$ cat config.mk
export PLATFORM = sky130hd
export DESIGN_NAME = prescaled_timer
export DESIGN_NICKNAME = d
export VERILOG_FILES = /design/src/rtl/ptmr_pkg.sv /design/src/rtl/ptmr_sync_edge.sv /design/src/rtl/ptmr_prescaler.sv /design/src/rtl/prescaled_timer.sv
export SDC_FILE = /design/constraint.sdc
export NUM_CORES = 1
export LEC_CHECK = 0
export ABC_AREA = 0
export ABC_CLOCK_PERIOD_IN_PS = 2300
export BUFFER_PORTS_ARGS = -buffer_cell sky130_fd_sc_hd__buf_2
export CAP_MARGIN = 20
export CORE_ASPECT_RATIO = 0.9
export CORE_MARGIN = 2
export CORE_UTILIZATION = 51
export DETAILED_ROUTE_END_ITERATION = 12
export PLACE_DENSITY = 0.75
export SETUP_SLACK_MARGIN = 0.5
export SLEW_MARGIN = 15
export SYNTH_ARGS = -nofsm -noshare
export SYNTH_HDL_FRONTEND = slang
export SYNTH_SLANG_ARGS = --single-unit
$ cat constraint.sdc
create_clock -name clk -period 2.3 [get_ports clk]
set_input_delay 0.46 -clock clk [delete_from_list [all_inputs] [get_ports clk]]
set_output_delay 0.46 -clock clk [all_outputs]
set_load 0.005 [all_outputs]
$ cat src/rtl/ptmr_pkg.sv
package ptmr_pkg;

  localparam int RATIO_W = 3;
  localparam int CFG_W   = RATIO_W + 3;

  localparam logic [1:0] ADDR_COUNT = 2'd0;
  localparam logic [1:0] ADDR_CFG   = 2'd1;
  localparam logic [1:0] ADDR_CTRL  = 2'd2;

  // packed layout: [5] src_ext, [4] edge_fall, [3] psc_to_wd, [2:0] ratio
  typedef struct packed {
    logic               src_ext;
    logic               edge_fall;
    logic               psc_to_wd;
    logic [RATIO_W-1:0] ratio;
  } cfg_t;

endpackage

$ cat src/rtl/ptmr_sync_edge.sv
module ptmr_sync_edge #(
  parameter int STAGES = 2
) (
  input  logic clk,
  input  logic rst_n,
  input  logic pin,
  input  logic edge_fall,
  output logic tick
);

  logic [STAGES-1:0] chain_q;
  logic              prev_q;
  logic              settled;

  assign settled = chain_q[STAGES-1];

  always_ff @(posedge clk) begin
    if (!rst_n) begin
      chain_q <= '0;
      prev_q  <= 1'b0;
    end else begin
      chain_q <= {chain_q[STAGES-2:0], pin};
      prev_q  <= settled;
    end
  end

  always_comb begin
    if (edge_fall) tick = prev_q & ~settled;
    else           tick = ~prev_q & settled;
  end

  // a single transition gives a single-cycle tick
  assert_single_tick_R5: assert property (@(posedge clk) disable iff (!rst_n)
    tick |=> (!tick || !$stable(edge_fall)));

endmodule

$ cat src/rtl/ptmr_prescaler.sv
module ptmr_prescaler #(
  parameter int W       = 8,
  parameter int RATIO_W = 3
) (
  input  logic               clk,
  input  logic               rst_n,
  input  logic               clear,
  input  logic               in_tick,
  input  logic [RATIO_W-1:0] ratio,
  output logic               div_tick
);

  logic [W-1:0] cnt_q;
  logic [W-1:0] mask;

  // low (code+1) bits set: divide by 2^(code+1)
  function automatic logic [W-1:0] ratio_mask(input logic [RATIO_W-1:0] code);
    logic [W:0] full;
    full = ({{W{1'b0}}, 1'b1} << (32'(code) + 32'd1)) - {{W{1'b0}}, 1'b1};
    return full[W-1:0];
  endfunction

  assign mask     = ratio_mask(ratio);
  assign div_tick = in_tick && ((cnt_q & mask) == mask);

  always_ff @(posedge clk) begin
    if (!rst_n)       cnt_q <= '0;
    else if (clear)   cnt_q <= '0;
    else if (in_tick) cnt_q <= cnt_q + W'(1);
  end

  // a cleared prescaler never releases a tick on the next cycle
  assert_clear_restarts_R9: assert property (@(posedge clk) disable iff (!rst_n)
    clear |=> !div_tick);

endmodule

$ cat src/rtl/prescaled_timer.sv
module prescaled_timer #(
  parameter int CNT_W       = 8,
  parameter int PSC_W       = 8,
  parameter int SYNC_STAGES = 2,
  parameter int INHIBIT     = 2
) (
  input  logic       clk,
  input  logic       rst_n,
  input  logic       wr_en,
  input  logic [1:0] addr,
  input  logic [7:0] wr_data,
  output logic [7:0] rd_data,
  input  logic       ext_pin,
  output logic       irq,
  output logic       ovf_flag,
  output logic       wd_div_tick
);
  import ptmr_pkg::*;

  localparam int INH_W = $clog2(INHIBIT + 1);

  cfg_t             cfg_q;
  logic [CNT_W-1:0] cnt_q;
  logic [INH_W-1:0] inh_q;
  logic             flag_q;
  logic             ien_q;

  logic wr_count, wr_cfg, wr_ctrl;
  logic ext_tick, src_tick, run, inh_active;
  logic psc_in, psc_div, timer_inc, ovf_event;

  assign wr_count = wr_en && (addr == ADDR_COUNT);
  assign wr_cfg   = wr_en && (addr == ADDR_CFG);
  assign wr_ctrl  = wr_en && (addr == ADDR_CTRL);

  ptmr_sync_edge #(.STAGES(SYNC_STAGES)) u_sync (
    .clk       (clk),
    .rst_n     (rst_n),
    .pin       (ext_pin),
    .edge_fall (cfg_q.edge_fall),
    .tick      (ext_tick)
  );

  assign src_tick   = cfg_q.src_ext ? ext_tick : 1'b1;
  assign inh_active = (inh_q != '0);
  assign run        = !inh_active && !wr_count;
  assign psc_in     = run && (cfg_q.psc_to_wd ? 1'b1 : src_tick);

  ptmr_prescaler #(.W(PSC_W), .RATIO_W(RATIO_W)) u_psc (
    .clk      (clk),
    .rst_n    (rst_n),
    .clear    (wr_count),
    .in_tick  (psc_in),
    .ratio    (cfg_q.ratio),
    .div_tick (psc_div)
  );

  assign timer_inc   = run && (cfg_q.psc_to_wd ? src_tick : psc_div);
  assign ovf_event   = timer_inc && (cnt_q == '1);
  assign wd_div_tick = cfg_q.psc_to_wd && psc_div;

  always_ff @(posedge clk) begin
    if (!rst_n) begin
      cfg_q <= cfg_t'({CFG_W{1'b1}});
    end else if (wr_cfg) begin
      cfg_q <= cfg_t'(wr_data[CFG_W-1:0]);
    end
  end

  always_ff @(posedge clk) begin
    if (!rst_n) begin
      cnt_q <= '0;
      inh_q <= '0;
    end else if (wr_count) begin
      cnt_q <= wr_data[CNT_W-1:0];
      inh_q <= INH_W'(INHIBIT);
    end else begin
      if (inh_active) inh_q <= inh_q - INH_W'(1);
      if (timer_inc)  cnt_q <= cnt_q + CNT_W'(1);
    end
  end

  always_ff @(posedge clk) begin
    if (!rst_n) begin
      flag_q <= 1'b0;
      ien_q  <= 1'b0;
    end else begin
      if (wr_ctrl) ien_q <= wr_data[1];
      if (ovf_event)    flag_q <= 1'b1;
      else if (wr_ctrl) flag_q <= wr_data[0];
    end
  end

  assign ovf_flag = flag_q;
  assign irq      = flag_q && ien_q;

  always_comb begin
    unique case (addr)
      ADDR_COUNT: rd_data = 8'(cnt_q);
      ADDR_CFG:   rd_data = 8'(cfg_q);
      ADDR_CTRL:  rd_data = {6'd0, ien_q, flag_q};
      default:    rd_data = 8'd0;
    endcase
  end

  // wrap sets the flag and lands on zero
  assert_wrap_sets_flag_R6: assert property (@(posedge clk) disable iff (!rst_n)
    ovf_event |=> (ovf_flag && cnt_q == '0));

  // flag holds unless a clearing control write arrives
  assert_flag_sticky_R7: assert property (@(posedge clk) disable iff (!rst_n)
    (ovf_flag && !(wr_ctrl && !wr_data[0])) |=> ovf_flag);

  // flag only rises from an overflow or a software set
  assert_flag_cause_R7: assert property (@(posedge clk) disable iff (!rst_n)
    $rose(ovf_flag) |-> $past(ovf_event || (wr_ctrl && wr_data[0])));

  // the count is frozen during the post-write hold
  assert_hold_after_load_R9: assert property (@(posedge clk) disable iff (!rst_n)
    (inh_active && !wr_count) |=> $stable(cnt_q));

  // without a load the count moves by at most one per cycle
  assert_single_step_R3: assert property (@(posedge clk) disable iff (!rst_n)
    !wr_count |=> (cnt_q == $past(cnt_q) || cnt_q == $past(cnt_q) + CNT_W'(1)));

endmodule

==> impl_summary.md <==
Min path
The class of the worst hold path is in2reg. The worst hold path begins at ext_pin. The worst hold path endpoint is u_sync.chain_q[0]. Along the worst hold path, the cell count comes to 2.

Placed design
Input and output buffers added on the ports amount to 24. The half-perimeter wire length after placement is 3210 um. The post-place setup slack is -0.00902 ns. The congestion estimate from routability-driven global placement came to 0.818.

Timing
The post-route clock period utilization is 111%. Derived from the worst setup path, the maximum achievable clock frequency is 0.392 GHz. The post-route worst setup slack is -0.253 ns. The minimum clock period is 2.55 ns. The transition at the pin with the smallest max-transition slack is 0.510 ns.

The number of pins exceeding their max-slew limit in the final report is 0. Setup violations remaining at the end of the flow were counted as 6. Setup repair after global routing could not meet its margin everywhere. The worst-case headroom to the max-slew limit is 65.7%.

The clock arrives with 0.00721 ns of skew. The hold violation count in the final report was 0. The worst hold margin is 0.377 ns.

Global route
The all-layer global routing usage is 25.3%. The number of antenna violations at the first check in global routing was 0. For this run the aggregate overflow at the end of global routing stands at 0. The maximum number of pins on one net before global-route repair is 22. The wire length of the first global-routing pass is 7480 um. The via count of the first global-routing pass is 1636.

Route
In the routed layout, each cell is associated on average with a via count of 5.67. The detailed router's first-iteration violation count is 182. The total wirelength of the detailed-routed design is 4780 um. The routed length on met3 is 300 um. The detailed router put a total of 2150 um of wire on met1. Summing over every cut layer, the via total after detailed routing is 1729. The met2 routed wirelength is 2250 um. The first-pass iteration count of the detailed router is 4.

In this run the top signal layer used is met4. The DRC violation count after routing is 0. The post-detailed-route count of antenna-violating nets is 0. The wire length per cell is 15.7 um.

Layout
The share of cells above drive strength 1 is 32.2%. At the end of the flow the core is filled with cells to 70.7%. The layout overhead on the synthesized area is 34.7%. The filler cells instantiated in the layout total 253. The final net count is 277. The antenna diode count is 0.

Floorplanning
The initial core utilization is 52.5%. Row generation in the floorplan step produced 20 rows. The region available for standard cell placement spans 3330 um2. In this run the vertical extent of the chip is 59.5 um.

From left edge to right edge, the die measures 65.7 um. 25 I/O pins were placed. The die area is 3910 um2.

Synthesis
The mean post-synth cell area is 8.24 um2. The count of unique library cells instantiated by Yosys is 51. The yosys synthesis warning count is 0. The proportion of synthesized chip area in sequential cells is 33.2%. The leading cell type by number of instances after synthesis is sky130_fd_sc_hd__dfxtp_1. Synthesis inferred 29 register bits.

Yosys attributes the largest share of cell area to sky130_fd_sc_hd__dfxtp_1 (33%), sky130_fd_sc_hd__mux2i_1 (7.4%), sky130_fd_sc_hd__nor2_1 (4.7%), sky130_fd_sc_hd__nand2_1 (4.3%), sky130_fd_sc_hd__nand3_1 (3.4%). The post-synthesis instance area is 1750 um2. Of all flip-flops after synthesis, the portion carrying an async set or reset was 0%. Ranked by instance count, the synthesized netlist is headed by sky130_fd_sc_hd__dfxtp_1 (29), sky130_fd_sc_hd__nor2_1 (22), sky130_fd_sc_hd__nand2_1 (20).

The primary flip-flop cell chosen by synthesis mapping is sky130_fd_sc_hd__dfxtp_1. Summed over its instances, the top area cell type makes up 33.2% of the synthesized netlist area. The cell taking the most area after synthesis is sky130_fd_sc_hd__dfxtp_1.

After technology mapping, the gate count stands at 212. The synthesized net count is 229. The synthesized design contains 0 enable-type register cells.

Clock network
The clock latency on the worst-skew pair is 0.29 ns. No sink is reached through more buffers than the 2 on the longest clock path. The tree is rooted in a sky130_fd_sc_hd__clkbuf_8. After clock tree synthesis, the clock-pin slew on the worst setup and hold paths is 0.06 ns.

The number of clock sinks is 29. The CTS buffer count is 5. CTS built an H-tree with a depth of 2. TritonCTS built the clock tree.

The number of hold buffers added after CTS was 0.

Power and ir drop
Across the VDD grid, the largest voltage drop is 438 uV. Power spread over the standard cell area amounts to 565 nW/um2. The static leakage is 0.969 nW. The sum of internal, switching and leakage power is 1.33 mW.

Setup path
The maximum single-stage delay on the critical path is 0.40 ns. STA classifies the critical path startpoint as a flop. The path depth of the worst reg2reg path is 11.

Data on the critical path arrives at its endpoint at 2.09 ns. For this design, the slowest cell found on the critical path is sky130_fd_sc_hd__or3_4. The slack of the worst reg-to-reg path is -0.16 ns. The source of the worst register-to-register timing path is cfg_q[2]. The kind of critical path is reg2out. The worst register-to-register path ends at cnt_q[1]. The biggest fanout along the worst timing path is 6.

The critical path goes through or3_4 > ha_4 > or3b_1 > a21oi_2 > a2111oi_4 > nand2_2 > nor2_2 > buf_2. The type of destination of the critical path is a primary output. Data on the critical path is required at its endpoint by 1.84 ns.

Run status
The final reports fail on negative setup slack. The flow ran to the end, but the final reports show violations.

Run
The max-capacitance violation count is 0.
## state kept, by name, indices dropped and copies added, names as in the netlist
name            cells
inh_q               2
ovf_flag            1
u_sync.chain_q      2
cnt_q               8
ien_q               1
u_sync.prev_q       1
cfg_q               6
u_psc.cnt_q         8
## worst max-delay path, delay by kind of cell, from the launching register on
kind	cells	cell delay, ns
and+or+nand+nor	4	0.89
AOI/OAI and AO/OA	2	0.29
buffers and inverters	1	0.12
DFF	1	0.32
adders and majority gates	1	0.20
## layer usage
metal  GRT usage, %  vias to the layer above
met2           41.1                       61
met4           11.9                        0
li1               -                      865
met5              0                        -
met3           5.89                        9
met1           31.9                      794
## stage by stage
stage                     instance area (um2)   TNS, ns  instances
after CTS                                2260    -0.453        301
after floorplan                          1830         0        212
after detailed placement                 2070  -0.00902        286
after global routing                     2350     -1.68        305
final                                    2350    -0.828        305
after global placement                   2070         0        286
## how the worst max path moves through the flow
stage / startpoint / cells after the start / slack [ns] / endpoint
final: cfg_q[2] / 8 / -0.25 / wd_div_tick
after global routing: cfg_q[2] / 8 / -0.32 / wd_div_tick
after CTS: cfg_q[2] / 8 / -0.23 / wd_div_tick
after detailed placement: cfg_q[2] / 9 / -0.009 / cnt_q[4]
after global placement: cfg_q[2] / 8 / 0.04 / wd_div_tick
after floorplan: u_sync.prev_q / 7 / 0.28 / cnt_q[6]
## cells by family after synthesis
kind of cell,share of synthesized area [%]
AND/OR/NAND/NOR,30.7
AO/OA/AOI/OAI,17.3
flip-flops,33.2
multiplexers,8.09
buffers and inverters,3.37
XOR/XNOR,5.01
adder cells (fa/ha/maj),2.15
other,0.215
## timing repair
| action | in CTS | in global routing |
|---|---|---|
| setup buffers | 7 | 4 |
| cloned | 0 | 0 |
| setup endpoints to repair | 11 | 17 |
| pin swaps | 7 | 8 |
| gates resized for setup | 4 | 13 |
| hold endpoints to repair | 0 | 0 |
## layout make-up
cell class | instances | area (um2) | share of cell area [%]
Clock buffer | 7 | 86.3 | 3.67
Inverter | 4 | 15.0 | 0.638
Multi-Input combinational cell | 170 | 1250 | 53.2
Clock inverter | 1 | 30.0 | 1.28
Sequential cell | 29 | 583 | 24.8
Tap cell | 44 | 55.1 | 2.34
Timing Repair Buffer | 50 | 332 | 14.1
## power breakdown
part,leakage [nW],switching [mW],internal [mW],total (mW)
Clock,0.0585,0.199,0.353,0.552
Sequential,0.236,0.0307,0.524,0.555
Combinational,0.675,0.117,0.105,0.222
Total,0.969,0.347,0.982,1.33
## layout by cell type (no fill, tap or decap), types with 4 or more instances in the layout
cell / netlist / routed
sky130_fd_sc_hd__dfxtp_1: 29 / 27
sky130_fd_sc_hd__buf_2: 2 / 24
sky130_fd_sc_hd__buf_4: 0 / 24
sky130_fd_sc_hd__nor2_1: 22 / 20
sky130_fd_sc_hd__nand2_1: 20 / 20
sky130_fd_sc_hd__mux2i_1: 13 / 13
sky130_fd_sc_hd__nand3_1: 12 / 12
sky130_fd_sc_hd__o21ai_0: 8 / 7
sky130_fd_sc_hd__and3_1: 7 / 6
sky130_fd_sc_hd__xnor2_1: 6 / 6
sky130_fd_sc_hd__clkbuf_8: 0 / 6
sky130_fd_sc_hd__o211ai_1: 5 / 5
sky130_fd_sc_hd__and2_1: 5 / 5
sky130_fd_sc_hd__nand3b_1: 4 / 4
sky130_fd_sc_hd__nand4_1: 4 / 4
sky130_fd_sc_hd__nor3_1: 4 / 4
sky130_fd_sc_hd__xor2_1: 4 / 4
(Power assumes the default switching activity.)
